==> src/rtl/tw_pkg.sv <==
package tw_pkg;
  typedef enum logic [2:0] {
    ST_IDLE,
    ST_SETUP,
    ST_BIT_LO,
    ST_BIT_HI,
    ST_GUARD,
    ST_PAUSE
  } tw_state_e;

  localparam int SHAPE_SHIFT = 2;
  localparam int SHAPE_OR    = 2;
  localparam int HZ_PER_MHZ  = 1_000_000;
endpackage

==> src/rtl/tw_frame_builder.sv <==
module tw_frame_builder #(
  parameter int ADDR_W = 8,
  parameter int DATA_W = 8,
  localparam int FRAME_W = ADDR_W + DATA_W
) (
  input  logic [ADDR_W-1:0]  addr_i,
  input  logic [DATA_W-1:0]  data_i,
  input  logic               shape_i,
  output logic [FRAME_W-1:0] frame_o
);
  import tw_pkg::*;

  logic [ADDR_W-1:0] shaped_addr;
  logic [ADDR_W-1:0] sel_addr;

  assign shaped_addr = (addr_i << SHAPE_SHIFT) | ADDR_W'(SHAPE_OR);
  assign sel_addr    = shape_i ? shaped_addr : addr_i;
  assign frame_o     = {sel_addr, data_i};
endmodule

==> src/rtl/tw_delay_timer.sv <==
module tw_delay_timer #(
  parameter int CNT_W = 16
) (
  input  logic             clk_i,
  input  logic             rst_ni,
  input  logic             load_i,
  input  logic [CNT_W-1:0] load_val_i,
  output logic             expired_o
);
  logic [CNT_W-1:0] cnt_q;

  // load N, expire N cycles later
  always_ff @(posedge clk_i or negedge rst_ni) begin
    if (!rst_ni)               cnt_q <= '0;
    else if (load_i)           cnt_q <= load_val_i - CNT_W'(1);
    else if (cnt_q != '0)      cnt_q <= cnt_q - CNT_W'(1);
  end

  assign expired_o = (cnt_q == '0);

  a_r9_load_nonzero: assert property (@(posedge clk_i) disable iff (!rst_ni)
    load_i |-> (load_val_i != '0));
endmodule

==> src/rtl/tw_bit_shifter.sv <==
module tw_bit_shifter #(
  parameter int FRAME_W = 16,
  localparam int CW = $clog2(FRAME_W)
) (
  input  logic               clk_i,
  input  logic               rst_ni,
  input  logic               load_i,
  input  logic [FRAME_W-1:0] frame_i,
  input  logic               shift_i,
  output logic               cur_bit_o,
  output logic               nxt_bit_o,
  output logic               last_o
);
  localparam logic [CW-1:0] LAST = CW'(FRAME_W - 1);

  logic [FRAME_W-1:0] sh_q;
  logic [CW-1:0]      cnt_q;

  always_ff @(posedge clk_i or negedge rst_ni) begin
    if (!rst_ni) begin
      sh_q  <= '0;
      cnt_q <= '0;
    end else if (load_i) begin
      sh_q  <= frame_i;
      cnt_q <= '0;
    end else if (shift_i) begin
      sh_q  <= {sh_q[FRAME_W-2:0], 1'b0};
      cnt_q <= cnt_q + CW'(1);
    end
  end

  assign cur_bit_o = sh_q[FRAME_W-1];
  assign nxt_bit_o = sh_q[FRAME_W-2];
  assign last_o    = (cnt_q == LAST);

  a_r2_no_shift_past_last: assert property (@(posedge clk_i) disable iff (!rst_ni)
    shift_i |-> (cnt_q != LAST));
  a_r2_load_clears_count: assert property (@(posedge clk_i) disable iff (!rst_ni)
    load_i |=> (cnt_q == '0));
endmodule

==> src/rtl/tw_panel_writer.sv <==
module tw_panel_writer #(
  parameter int CLK_FREQ_HZ = 200_000_000,
  parameter int SETUP_US    = 25,
  parameter int HALF_US     = 25,
  parameter int GUARD_US    = 100,
  parameter int PAUSE_US    = 100,
  parameter int ADDR_W      = 8,
  parameter int DATA_W      = 8
) (
  input  logic              clk_i,
  input  logic              rst_ni,
  input  logic              start_i,
  input  logic              shape_i,
  input  logic [ADDR_W-1:0] addr_i,
  input  logic [DATA_W-1:0] data_i,
  output logic              busy_o,
  output logic              done_o,
  output logic              link_en_no,
  output logic              link_clk_o,
  output logic              link_dat_o
);
  import tw_pkg::*;

  localparam int FRAME_W   = ADDR_W + DATA_W;
  localparam int CYC_US    = CLK_FREQ_HZ / HZ_PER_MHZ;
  localparam int SETUP_CYC = CYC_US * SETUP_US;
  localparam int HALF_CYC  = CYC_US * HALF_US;
  localparam int GUARD_CYC = CYC_US * GUARD_US;
  localparam int PAUSE_CYC = CYC_US * PAUSE_US;
  localparam int MAX_AB    = (SETUP_CYC > HALF_CYC) ? SETUP_CYC : HALF_CYC;
  localparam int MAX_CD    = (GUARD_CYC > PAUSE_CYC) ? GUARD_CYC : PAUSE_CYC;
  localparam int MAX_CYC   = (MAX_AB > MAX_CD) ? MAX_AB : MAX_CD;
  localparam int CNT_W     = $clog2(MAX_CYC + 1);

  localparam logic [CNT_W-1:0] SETUP_V = CNT_W'(SETUP_CYC);
  localparam logic [CNT_W-1:0] HALF_V  = CNT_W'(HALF_CYC);
  localparam logic [CNT_W-1:0] GUARD_V = CNT_W'(GUARD_CYC);
  localparam logic [CNT_W-1:0] PAUSE_V = CNT_W'(PAUSE_CYC);

  tw_state_e state_q, state_d;
  logic en_q, en_d, clk_q, clk_d, dat_q, dat_d;
  logic busy_q, busy_d, done_q, done_d, shape_q, shape_d;
  logic tmr_load, tmr_exp;
  logic [CNT_W-1:0] tmr_val;
  logic sh_load, sh_shift, cur_bit, nxt_bit, last_bit;
  logic [FRAME_W-1:0] frame;

  tw_frame_builder #(.ADDR_W(ADDR_W), .DATA_W(DATA_W)) i_frame (
    .addr_i (addr_i),
    .data_i (data_i),
    .shape_i(shape_i),
    .frame_o(frame)
  );

  tw_delay_timer #(.CNT_W(CNT_W)) i_timer (
    .clk_i     (clk_i),
    .rst_ni    (rst_ni),
    .load_i    (tmr_load),
    .load_val_i(tmr_val),
    .expired_o (tmr_exp)
  );

  tw_bit_shifter #(.FRAME_W(FRAME_W)) i_shift (
    .clk_i    (clk_i),
    .rst_ni   (rst_ni),
    .load_i   (sh_load),
    .frame_i  (frame),
    .shift_i  (sh_shift),
    .cur_bit_o(cur_bit),
    .nxt_bit_o(nxt_bit),
    .last_o   (last_bit)
  );

  always_comb begin
    state_d  = state_q;
    en_d     = en_q;
    clk_d    = clk_q;
    dat_d    = dat_q;
    busy_d   = busy_q;
    done_d   = 1'b0;
    shape_d  = shape_q;
    tmr_load = 1'b0;
    tmr_val  = '0;
    sh_load  = 1'b0;
    sh_shift = 1'b0;
    case (state_q)
      ST_IDLE: if (start_i) begin
        state_d  = ST_SETUP;
        en_d     = 1'b0;
        busy_d   = 1'b1;
        shape_d  = shape_i;
        sh_load  = 1'b1;
        tmr_load = 1'b1;
        tmr_val  = SETUP_V;
      end
      ST_SETUP: if (tmr_exp) begin
        state_d  = ST_BIT_LO;
        clk_d    = 1'b0;
        dat_d    = cur_bit;
        tmr_load = 1'b1;
        tmr_val  = HALF_V;
      end
      ST_BIT_LO: if (tmr_exp) begin
        state_d  = ST_BIT_HI;
        clk_d    = 1'b1;
        tmr_load = 1'b1;
        tmr_val  = HALF_V;
      end
      ST_BIT_HI: if (tmr_exp) begin
        tmr_load = 1'b1;
        if (last_bit) begin
          state_d = ST_GUARD;
          en_d    = 1'b1;
          dat_d   = 1'b0;
          tmr_val = GUARD_V;
        end else begin
          state_d  = ST_BIT_LO;
          clk_d    = 1'b0;
          dat_d    = nxt_bit;
          sh_shift = 1'b1;
          tmr_val  = HALF_V;
        end
      end
      ST_GUARD: if (tmr_exp) begin
        if (shape_q) begin
          state_d  = ST_PAUSE;
          tmr_load = 1'b1;
          tmr_val  = PAUSE_V;
        end else begin
          state_d = ST_IDLE;
          busy_d  = 1'b0;
          done_d  = 1'b1;
        end
      end
      ST_PAUSE: if (tmr_exp) begin
        state_d = ST_IDLE;
        busy_d  = 1'b0;
        done_d  = 1'b1;
      end
      default: begin
        state_d = ST_IDLE;
        en_d    = 1'b1;
        clk_d   = 1'b1;
        dat_d   = 1'b0;
        busy_d  = 1'b0;
      end
    endcase
  end

  always_ff @(posedge clk_i or negedge rst_ni) begin
    if (!rst_ni) begin
      state_q <= ST_IDLE;
      en_q    <= 1'b1;
      clk_q   <= 1'b1;
      dat_q   <= 1'b0;
      busy_q  <= 1'b0;
      done_q  <= 1'b0;
      shape_q <= 1'b0;
    end else begin
      state_q <= state_d;
      en_q    <= en_d;
      clk_q   <= clk_d;
      dat_q   <= dat_d;
      busy_q  <= busy_d;
      done_q  <= done_d;
      shape_q <= shape_d;
    end
  end

  assign busy_o     = busy_q;
  assign done_o     = done_q;
  assign link_en_no = en_q;
  assign link_clk_o = clk_q;
  assign link_dat_o = dat_q;

  a_r1_idle_levels: assert property (@(posedge clk_i) disable iff (!rst_ni)
    (state_q == ST_IDLE) |-> (en_q && clk_q && !dat_q && !busy_q));
  a_r3_select_falls_on_accept: assert property (@(posedge clk_i) disable iff (!rst_ni)
    $fell(en_q) |-> ($past(start_i) && !$past(busy_q)));
  a_r4_data_steady_clk_high: assert property (@(posedge clk_i) disable iff (!rst_ni)
    (!en_q && clk_q && $past(!en_q) && $past(clk_q)) |-> $stable(dat_q));
  a_r5_select_rises_clk_high: assert property (@(posedge clk_i) disable iff (!rst_ni)
    $rose(en_q) |-> (clk_q && !dat_q && busy_q));
  a_r7_done_single: assert property (@(posedge clk_i) disable iff (!rst_ni)
    done_q |=> !done_q);
  a_r7_done_after_busy: assert property (@(posedge clk_i) disable iff (!rst_ni)
    done_q |-> (!busy_q && $past(busy_q)));
  a_r8_busy_holds_on_start: assert property (@(posedge clk_i) disable iff (!rst_ni)
    (busy_q && start_i && !en_q) |=> busy_q);
endmodule

==> config.mk <==
export PLATFORM = sky130hd
export DESIGN_NAME = tw_panel_writer
export DESIGN_NICKNAME = d
export VERILOG_FILES = /design/src/rtl/tw_pkg.sv /design/src/rtl/tw_frame_builder.sv /design/src/rtl/tw_delay_timer.sv /design/src/rtl/tw_bit_shifter.sv /design/src/rtl/tw_panel_writer.sv
export SDC_FILE = /design/constraint.sdc
export NUM_CORES = 1
export LEC_CHECK = 0
export BUFFER_PORTS_ARGS = -buffer_cell sky130_fd_sc_hd__buf_2
export CAP_MARGIN = 0
export CELL_PAD_IN_SITES_DETAIL_PLACEMENT = 1
export CELL_PAD_IN_SITES_GLOBAL_PLACEMENT = 1
export CORE_ASPECT_RATIO = 1.2
export CORE_MARGIN = 4
export CORE_UTILIZATION = 34
export CTS_CLUSTER_SIZE = 14
export DETAILED_ROUTE_END_ITERATION = 10
export HOLD_SLACK_MARGIN = 0.08
export PLACE_DENSITY = 0.72
export SYNTH_ARGS = -nofsm -noshare
export SYNTH_HDL_FRONTEND = slang
export SYNTH_HIERARCHICAL = 1
export SYNTH_SLANG_ARGS = --single-unit
==> constraint.sdc <==
create_clock -name clk_i -period 7.8 [get_ports clk_i]
set_input_delay 0.39 -clock clk_i [delete_from_list [all_inputs] [get_ports clk_i]]
set_output_delay 0.39 -clock clk_i [all_outputs]
set_load 0.02 [all_outputs]
==> results of run 1 <==
## registers in the layout, indices dropped and copies added, names as in the netlist, 3 cells and up
name	count
i_shift/cnt_q	4
state_q	3
i_timer/cnt_q	15
i_shift/sh_q	16
## per-layer routing
layer	global-route usage, %	vias to the layer above
met2	21.51	28
li1	-	1017
met3	2.296	6
met1	15.29	982
met4	5.388	0
met5	0	-
## how the worst min path moves through the flow
stage,start,endpoint,slack [ns],cells after the start
floorplan,rst_ni,busy_o,0.09,0
global placement,link_en_no,link_en_no,0.48,2
detailed placement,busy_o,busy_o,0.50,1
CTS,data_i[0],i_shift/sh_q[0],0.27,3
global route,data_i[0],i_shift/sh_q[0],0.28,3
finish,rst_ni,i_timer/cnt_q[7],0.22,1
## through the flow
stage | total power, mW | instances | hold WS (ns) | instance area, um^2 | util (%)
finish | 0.4314 | 413 | 0.2248 | 3068 | 37.63
floorplan | 0.2435 | 293 | 0.09441 | 2889 | -
detailed placement | 0.2508 | 405 | 0.4962 | 2953 | 36.22
CTS | 0.4399 | 413 | 0.2700 | 3068 | 37.63
global placement | 0.2506 | 405 | 0.4827 | 2953 | 36.22
global route | 0.4489 | 413 | 0.2797 | 3068 | 37.63
## worst max-delay path, cell delays in order, from the launching register on
cell,delay (ns)
dfrtp_1,0.44
or4_1,0.51
nor3_1,0.18
and4_1,0.67
a21o_1,0.19
buf_4,0.36
mux2i_1,0.28
ha_1,0.30
o2111ai_2,0.23
nor3_2,0.29
xor2_1,0.11
a211o_1,0.32
## logic make-up after synthesis
family,synth area share [%]
AND/OR/NAND/NOR,20.92
AO/OA/AOI/OAI,13.84
flip-flops,38.75
multiplexers,13.36
buffers and inverters,7.513
XOR/XNOR,4.613
adder cells (fa/ha/maj),0.8786
other,0.1317
## layout make-up
cell class              instances  area (um^2)
fillers                       949         5085
multi-input cells             220         1572
flip-flops and latches         44         1104
well taps                     114        142.6
repair buffers                 25        127.6
clock buffers                   5        68.82
clock inverters                 3        46.29
inverters                       2        7.507
## cell usage in the layout (no fill, tap or decap), types with 2 or more instances in the layout
cell        n
nor3b_1     4
o2bb2ai_1   3
nand3_1     2
nand2_1    24
a41oi_1     2
a21oi_1     8
nor4b_2     2
nor4b_4     2
o22a_1      2
nor3_1      9
nor4b_1     2
and3_1      2
nor2b_1     6
nor4_1      2
o21ai_0     5
nand3b_1    3
ha_1        2
dfstp_2     2
o21ai_1    15
mux2_4      7
clkbuf_8    5
mux2i_1    25
conb_1     12
xor2_1      9
buf_2      24
nor3_2      2
a21o_1      3
xnor2_1     6
dfrtp_1    42
nand2b_1    5
and2_1      2
nor2_1     21
## Yosys cell counts, drive strengths merged, types with 2 or more instances
cell and n:
dfrtp 42, buf 27, mux2i 26, nand2 24
nor2 22, o21ai 20, nor3 11, a21oi 9
xor2 9, mux2 8, nor2b 6, nor4b 6
xnor2 6, nand2b 5, nor3b 4, a21o 3
and3 3, nand3b 3, nor4 3, o2bb2ai 3
a21boi 2, a41oi 2, and2 2, and2b 2
dfstp 2, ha 2, inv 2, nand3 2
o22a 2, o22ai 2, or2 2
## power breakdown
| group | switching [mW] | total (mW) | internal, mW |
|---|---|---|---|
| clock | 0.0891 | 0.186 | 0.0966 |
| combinational | 0.00963 | 0.0177 | 0.00808 |
| sequential | 0 | 0.228 | 0.228 |
| total | 0.0987 | 0.431 | 0.333 |
==> out/results.ini, run 1 <==
[status]
status=completed

[synth]
async_reset_ff_share_pct=100.0
seq_area_frac_synth_pct=38.75
yosysWarningCount=6
yosysTopAreaCellShare_pct=36.91
synth_cell_types=68
synth_area_leader_cell=dfrtp_1
yosys-top-cells-area=dfrtp_1, mux2i_1, mux2_4, nand2_1, buf_4
synthCells=282
synth_enable_flop_cells=0
synth.cell_area_mm2=0.002848
synth.avg_cell_area_um2=10.10
ys.flop_type=dfrtp_1
synth_seq_cells=44

[clocking]
post_cts_buffers=0
clk_latency_ns=0.31
cts.sinks=44
root_buffer=clkbuf_8
post_cts_resized=0
cts_max_level=2
cts-buffers-inserted=5
hold_buffers=0
cts.clk_slew.worst_paths_ns=0.09
cts_tree=done
clockBufferDepth=2

[route]
met3_wirelength_um=156
vias_per_cell=4.923
route.met2.wl_um=2866
wl_met1_um=2703
route.detailed.drc=0
first_pass_iters=4
antenna_left=0
drtIter0Drc=81
via_count=2033
avgRoutedWirePerCell_um=14.08
highest_layer=met4
drt-total-wl_um=5816

[global_route]
grt_max_degree=45
grt_pass1_wl_um=10030
grt_pass1_vias=2151
grt-ovfl-total=0
antenna_found_initial=0
grtUsageTotal_pct=12.50

[setup_path]
path_max_fanout=37
rr_endpoint=i_timer/cnt_q[12]
startpoint_type=flop
reg2reg_depth=11
r2r_slack_ns=3.80
critPathCapture=i_timer/cnt_q[12]
timing.rr.start=i_timer/cnt_q[7]
crit_path_start=i_timer/cnt_q[7]
required_ns=8.00
critical_path_class=flop to flop
arrival_ns=4.20
end_kind=flop

[timing]
hold_viol=0
slew_viol_final=0
period_minus_slack_ns=4.001
max_freq_mhz=249.9
setup_tns_ns=0
final.setup.worst_slack_ns=3.799
period_share_pct=51.30
skew_ns=0.009449
tightestPinTransition_ns=1.157
rsz0062_at_grt=no
finalSetupViolations=0
maxSlewHeadroom_pct=22.79

[floorplan]
die_w_um=91.55
design.core.area_mm2=0.008153
rows=36
ios=25
dieArea_mm2=0.009910
die_h_um=108.3
initial_core_util_pct=34.93

[cells_and_area]
drive_gt1_share_pct=19.73
final_nets=320
n_antenna_cell=0
area_growth_pct=7.733

[flow_run]
timing.max_cap.violations=0

[hold_path]
hold_class=primary input to asynchronous set/reset pin

[power]
leakage_nw=1.143
powerDensity_mw_per_mm2=140.6
ir_worst_vdd_mv=0.08956

[place]
preCtsSetupSlack_ns=3.809
gp_congestion=0.7649
numPortBuffers=24
dp_hpwl_um=4071

Power figures use the tool's default switching activity.
==> run 2, diff against run 1 <==
Clock period 7.8 ns to 4.1 ns, I/O delays scaled along.
==> out/results.ini, run 2 (synthesis results as in run 1) <==
[status]
status=completed

[place]
preCtsSetupSlack_ns=0.6954  ; -3.113 ns
gp_congestion=0.8022  ; +4.9%
dp_hpwl_um=4384  ; +7.7%
numPortBuffers=24  ; unchanged

[timing]
max_freq_mhz=293.0  ; +17%
rsz0062_at_grt=no
finalSetupViolations=0  ; unchanged
hold_viol=0  ; unchanged
slew_viol_final=0  ; unchanged
period_share_pct=83.24  ; +32 points
final.setup.worst_slack_ns=0.6871  ; -3.111 ns
period_minus_slack_ns=3.413  ; -0.5886 ns
setup_tns_ns=0  ; unchanged
skew_ns=0.01464  ; +0.005186 ns
tightestPinTransition_ns=1.029  ; -0.1278 ns
maxSlewHeadroom_pct=31.37  ; +8.6 points

[setup_path]
path_max_fanout=11  ; -70%
end_kind=flop
crit_slowest_cell=or4_1
path_buf_inv=1  ; unchanged
critPathTopFamily=simple AND/OR/NAND/NOR gates
required_ns=4.31  ; -3.69 ns
path_cells=or4_1 > nor3_1 > and4_1 > a21o_1 > buf_4 > mux2i_2 > o2111ai_2 > nor3_2 > xor2_1 > a211o_1
arrival_ns=3.62  ; -0.58 ns
max_stage_delay_ns=0.51  ; -0.16 ns
startpoint_type=flop
critical_path_class=flop to flop

[global_route]
grt-ovfl-total=0  ; unchanged
grt_pass1_vias=2177  ; +1.2%
grt_max_degree=45  ; unchanged
grt_pass1_wl_um=10720  ; +6.8%
grtUsageTotal_pct=13.31  ; +0.81 points
antenna_found_initial=0  ; unchanged

[clocking]
hold_buffers=0  ; unchanged
cts.clk_slew.worst_paths_ns=0.10  ; about the same
cts.sinks=44  ; unchanged
root_buffer=clkbuf_8
clockBufferDepth=2  ; unchanged
cts_max_level=2  ; unchanged
cts_tree=done
post_cts_buffers=0  ; unchanged
cts-buffers-inserted=5  ; unchanged
clk_latency_ns=0.31  ; about the same
post_cts_resized=0  ; unchanged

[floorplan]
dieArea_mm2=0.009910  ; unchanged
die_h_um=108.3  ; unchanged
die_w_um=91.55  ; unchanged
design.core.area_mm2=0.008153  ; unchanged
ios=25  ; unchanged
initial_core_util_pct=34.93  ; unchanged
rows=36  ; unchanged

[hold_path]
hold_class=primary input to asynchronous set/reset pin

[cells_and_area]
largest_reg_flops=16  ; unchanged
largestRegisters=i_shift/sh_q x16, i_timer/cnt_q x15, i_shift/cnt_q x4
fill_cells=937  ; -1.3%
area_growth_pct=9.315
largest_register=i_shift/sh_q
final_nets=326  ; +1.9%
final_common_cell=dfrtp_1
n_antenna_cell=0  ; unchanged
drive_gt1_share_pct=21.31  ; +1.6 points
layout_common_cells=dfrtp_1, mux2i_1, nand2_1, buf_2, nor2_1
finish.utilization_pct=38.18  ; +0.55 points

[route]
avgRoutedWirePerCell_um=14.63  ; +3.9%
vias_per_cell=4.940  ; +0.36%
first_pass_iters=4  ; unchanged
via_count=2070  ; +1.8%
drt-total-wl_um=6128  ; +5.4%
drtIter0Drc=137  ; +69%
route.detailed.drc=0  ; unchanged
antenna_left=0  ; unchanged

[power]
powerDensity_mw_per_mm2=264.0  ; +88%
leakage_nw=1.176  ; +2.9%
ir_worst_vdd_mv=0.1396  ; +56%

[flow_run]
timing.max_cap.violations=0  ; unchanged

run 2: changes by cell type in the layout (fill, tap and decap cells not counted):
| cell | change |
|---|---|
| buf_4 | +6 |
run 2: final cells by class:
cell class / count / area, um^2 / share of cell area, %
tap: 114 / 142.6 / 4.582
inverter: 2 / 7.507 / 0.2412
multi-input combinational: 220 / 1572 / 50.48
clock inverter: 3 / 46.29 / 1.487
sequential: 44 / 1104 / 35.45
clock buffer: 5 / 68.82 / 2.211
timing repair buffer: 31 / 172.7 / 5.547
run 2: path summary, 6_finish.rpt:
kind	from	endpoint	slack [ns]	cells after the start
setup / recovery	i_timer/cnt_q[7]	i_timer/cnt_q[12]	0.69	10
hold / removal	rst_ni	i_timer/cnt_q[1]	0.07	1
setup reg to reg	i_timer/cnt_q[7]	i_timer/cnt_q[12]	0.69	10
hold reg to reg	link_en_no	link_en_no	0.49	2
max in group asynchronous	rst_ni	i_timer/cnt_q[10]	3.39	1
min in group clk_i	data_i[0]	i_shift/sh_q[0]	0.10	3
run 2: power by group:
group / total (mW) / switching (mW) / internal (mW)
combinational: 0.0343 / 0.0189 / 0.0154
clock: 0.354 / 0.170 / 0.184
sequential: 0.434 / 0 / 0.434
run 2: metal layers:
| metal | track usage [%] | routed length, um | part of all wire (%) | vias to the layer above |
|---|---|---|---|---|
| li1 | - | - | - | 1024 |
| met1 | 15.97 | 2788 | 45 | 1005 |
| met2 | 24.28 | 3054 | 50 | 32 |
| met3 | 2.227 | 181 | 3.0 | 9 |
| met4 | 3.987 | 103 | 1.7 | 0 |
| met5 | 0 | 0 | 0 | - |
run 2: worst register-to-register path, cell delays in order, from the launching register on:
cell,delay (ns)
dfrtp_1,0.43
or4_1,0.51
nor3_1,0.14
and4_1,0.24
a21o_1,0.39
buf_4,0.27
mux2i_2,0.37
o2111ai_2,0.26
nor3_2,0.29
xor2_1,0.11
a211o_1,0.31
run 2: metrics by stage:
stage               power [mW]  std cells  instance area, um^2  hold WS, ns
floorplan               0.4632        293                 2889     -0.09059
global placement        0.4769        411                 2998       0.4181
detailed placement      0.4775        411                 2998       0.4242
CTS                     0.8375        419                 3113      0.09646
global route            0.8590        419                 3113       0.1054
finish                  0.8217        419                 3113      0.06845
==> run 3, diff against run 2 <==
Clock period 4.1 ns to 3.2 ns, I/O delays scaled along.
==> out/results.ini, run 3 (synthesis results as in run 1) <==
[status]
status=completed

[global_route]
antenna_found_initial=0  ; unchanged
grt_pass1_vias=2272  ; +4.4%
grt_max_degree=45  ; unchanged
grt_pass1_wl_um=10970  ; +2.4%
grtUsageTotal_pct=13.50  ; +0.19 points
grt-ovfl-total=0  ; unchanged

[route]
vias_per_cell=4.947  ; +0.14%
avgRoutedWirePerCell_um=14.76  ; +0.92%
drtIter0Drc=49  ; -64%
route.detailed.drc=0  ; unchanged
first_pass_iters=4  ; unchanged
antenna_left=0  ; unchanged
via_count=2162  ; +4.4%
drt-total-wl_um=6450  ; +5.3%

[hold_path]
hold_class=primary input to flop

[clocking]
cts.sinks=44  ; unchanged
cts_tree=done
cts_max_level=2  ; unchanged
root_buffer=clkbuf_8
clockBufferDepth=2  ; unchanged
cts.clk_slew.worst_paths_ns=0.09  ; about the same
cts-buffers-inserted=5  ; unchanged
clk_latency_ns=0.30  ; about the same

[setup_path]
r2r_slack_ns=0.12  ; -0.56 ns
crit_slowest_cell=or4_1
end_kind=flop
critical_path_class=flop to flop
path_buf_inv=1  ; unchanged
required_ns=3.40  ; -0.91 ns
critPathTopFamily=simple AND/OR/NAND/NOR gates
arrival_ns=3.27  ; -0.35 ns
max_stage_delay_ns=0.50  ; about the same
path_cells=or4_1 > nor3_1 > and4_1 > a21o_1 > buf_4 > nor4b_4 > o2111ai_4 > nor3_4 > xor2_1 > a211o_1
startpoint_type=flop
path_max_fanout=15  ; +4

[floorplan]
die_w_um=91.55  ; unchanged
ios=25  ; unchanged
initial_core_util_pct=34.93  ; unchanged
die_h_um=108.3  ; unchanged
dieArea_mm2=0.009910  ; unchanged
design.core.area_mm2=0.008153  ; unchanged
rows=36  ; unchanged

[power]
leakage_nw=1.290  ; +9.7%
ir_worst_vdd_mv=0.2004  ; +44%
powerDensity_mw_per_mm2=317.1  ; +20%
power_mw=1.056  ; +29%

[timing]
finalSetupViolations=0  ; unchanged
setup_tns_ns=0  ; unchanged
final.setup.worst_slack_ns=0.1241  ; -0.5630 ns
period_minus_slack_ns=3.076  ; -0.3370 ns
hold_viol=0  ; unchanged
max_freq_mhz=325.1  ; +11%
skew_ns=0.008467  ; -0.006168 ns
slew_viol_final=0  ; unchanged
tightestPinTransition_ns=1.044  ; +0.01474 ns
period_share_pct=96.12  ; +13 points
maxSlewHeadroom_pct=30.39  ; -0.98 points

[flow_run]
timing.max_cap.violations=0  ; unchanged

[cells_and_area]
drive_gt1_share_pct=26.01  ; +4.7 points
area_growth_pct=16.96
largestRegisters=i_shift/sh_q x16, i_timer/cnt_q x15, i_shift/cnt_q x4
final_nets=344  ; +5.5%
largest_reg_flops=16  ; unchanged
layout_common_cells=dfrtp_1, nand2_1, buf_2
final_common_cell=dfrtp_1
largest_register=i_shift/sh_q
n_antenna_cell=0  ; unchanged

[place]
dp_hpwl_um=4524  ; +3.2%
numPortBuffers=24  ; unchanged
preCtsSetupSlack_ns=0.08296  ; -0.6125 ns
gp_congestion=0.7878  ; -1.8%

-- run 3: what timing repair did --
action,CTS,global route
pin swaps,0,2
setup endpoints to repair,1,8
hold buffers,7,0
hold endpoints to repair,43,0
buffers inserted,0,5
gates resized for setup,1,10
-- run 3: final timing paths --
path / from / to / cells past startpoint
max: i_timer/cnt_q[7] / i_timer/cnt_q[12] / 10
min: data_i[4] / i_shift/sh_q[4] / 3
max reg2reg: i_timer/cnt_q[7] / i_timer/cnt_q[12] / 10
min reg2reg: link_en_no / link_en_no / 2
max in group asynchronous: rst_ni / i_timer/cnt_q[7] / 2
min in group asynchronous: rst_ni / i_timer/cnt_q[5] / 2
-- run 3: report_power, final --
group | total, mW | internal (mW) | switching (mW)
combinational | 0.0512 | 0.0253 | 0.0259
clock | 0.449 | 0.236 | 0.214
sequential | 0.556 | 0.556 | 0
total | 1.06 | 0.816 | 0.240
-- run 3: per-layer routing --
metal	part of all wire, %	vias to the layer above	track usage (%)
li1	-	1064	-
met1	44	1051	16.71
met2	51	34	24.02
met3	2.8	13	2.296
met4	2.1	0	3.987
met5	0	-	0
-- run 3: cell type report --
class	instances	area (um^2)
clock buffer	5	68.82
clock inverter	3	46.29
fill	940	4822
inverter	2	7.507
multi-input combinational	220	1632
sequential	44	1105
tap	114	142.6
timing repair buffer	49	329.1
-- run 3: per-stage QoR --
| step | cell area, um^2 | hold WS [ns] | std cells | utilization, % |
|---|---|---|---|---|
| 2_1_floorplan | 2932 | -0.1356 | 293 | - |
| 3_3_place_gp | 3057 | 0.3777 | 417 | 37.49 |
| 3_5_place_dp | 3057 | 0.3803 | 417 | 37.49 |
| 4_1_cts | 3248 | 0.08311 | 432 | 39.84 |
| 5_1_grt | 3331 | 0.09011 | 437 | 40.85 |
| 6_report | 3331 | 0.07941 | 437 | 40.85 |
-- run 3: worst min-delay path, stage by stage --
cell and delay, ns:
buf_2 0.08, nand2_1 0.04, o21ai_1 0.06
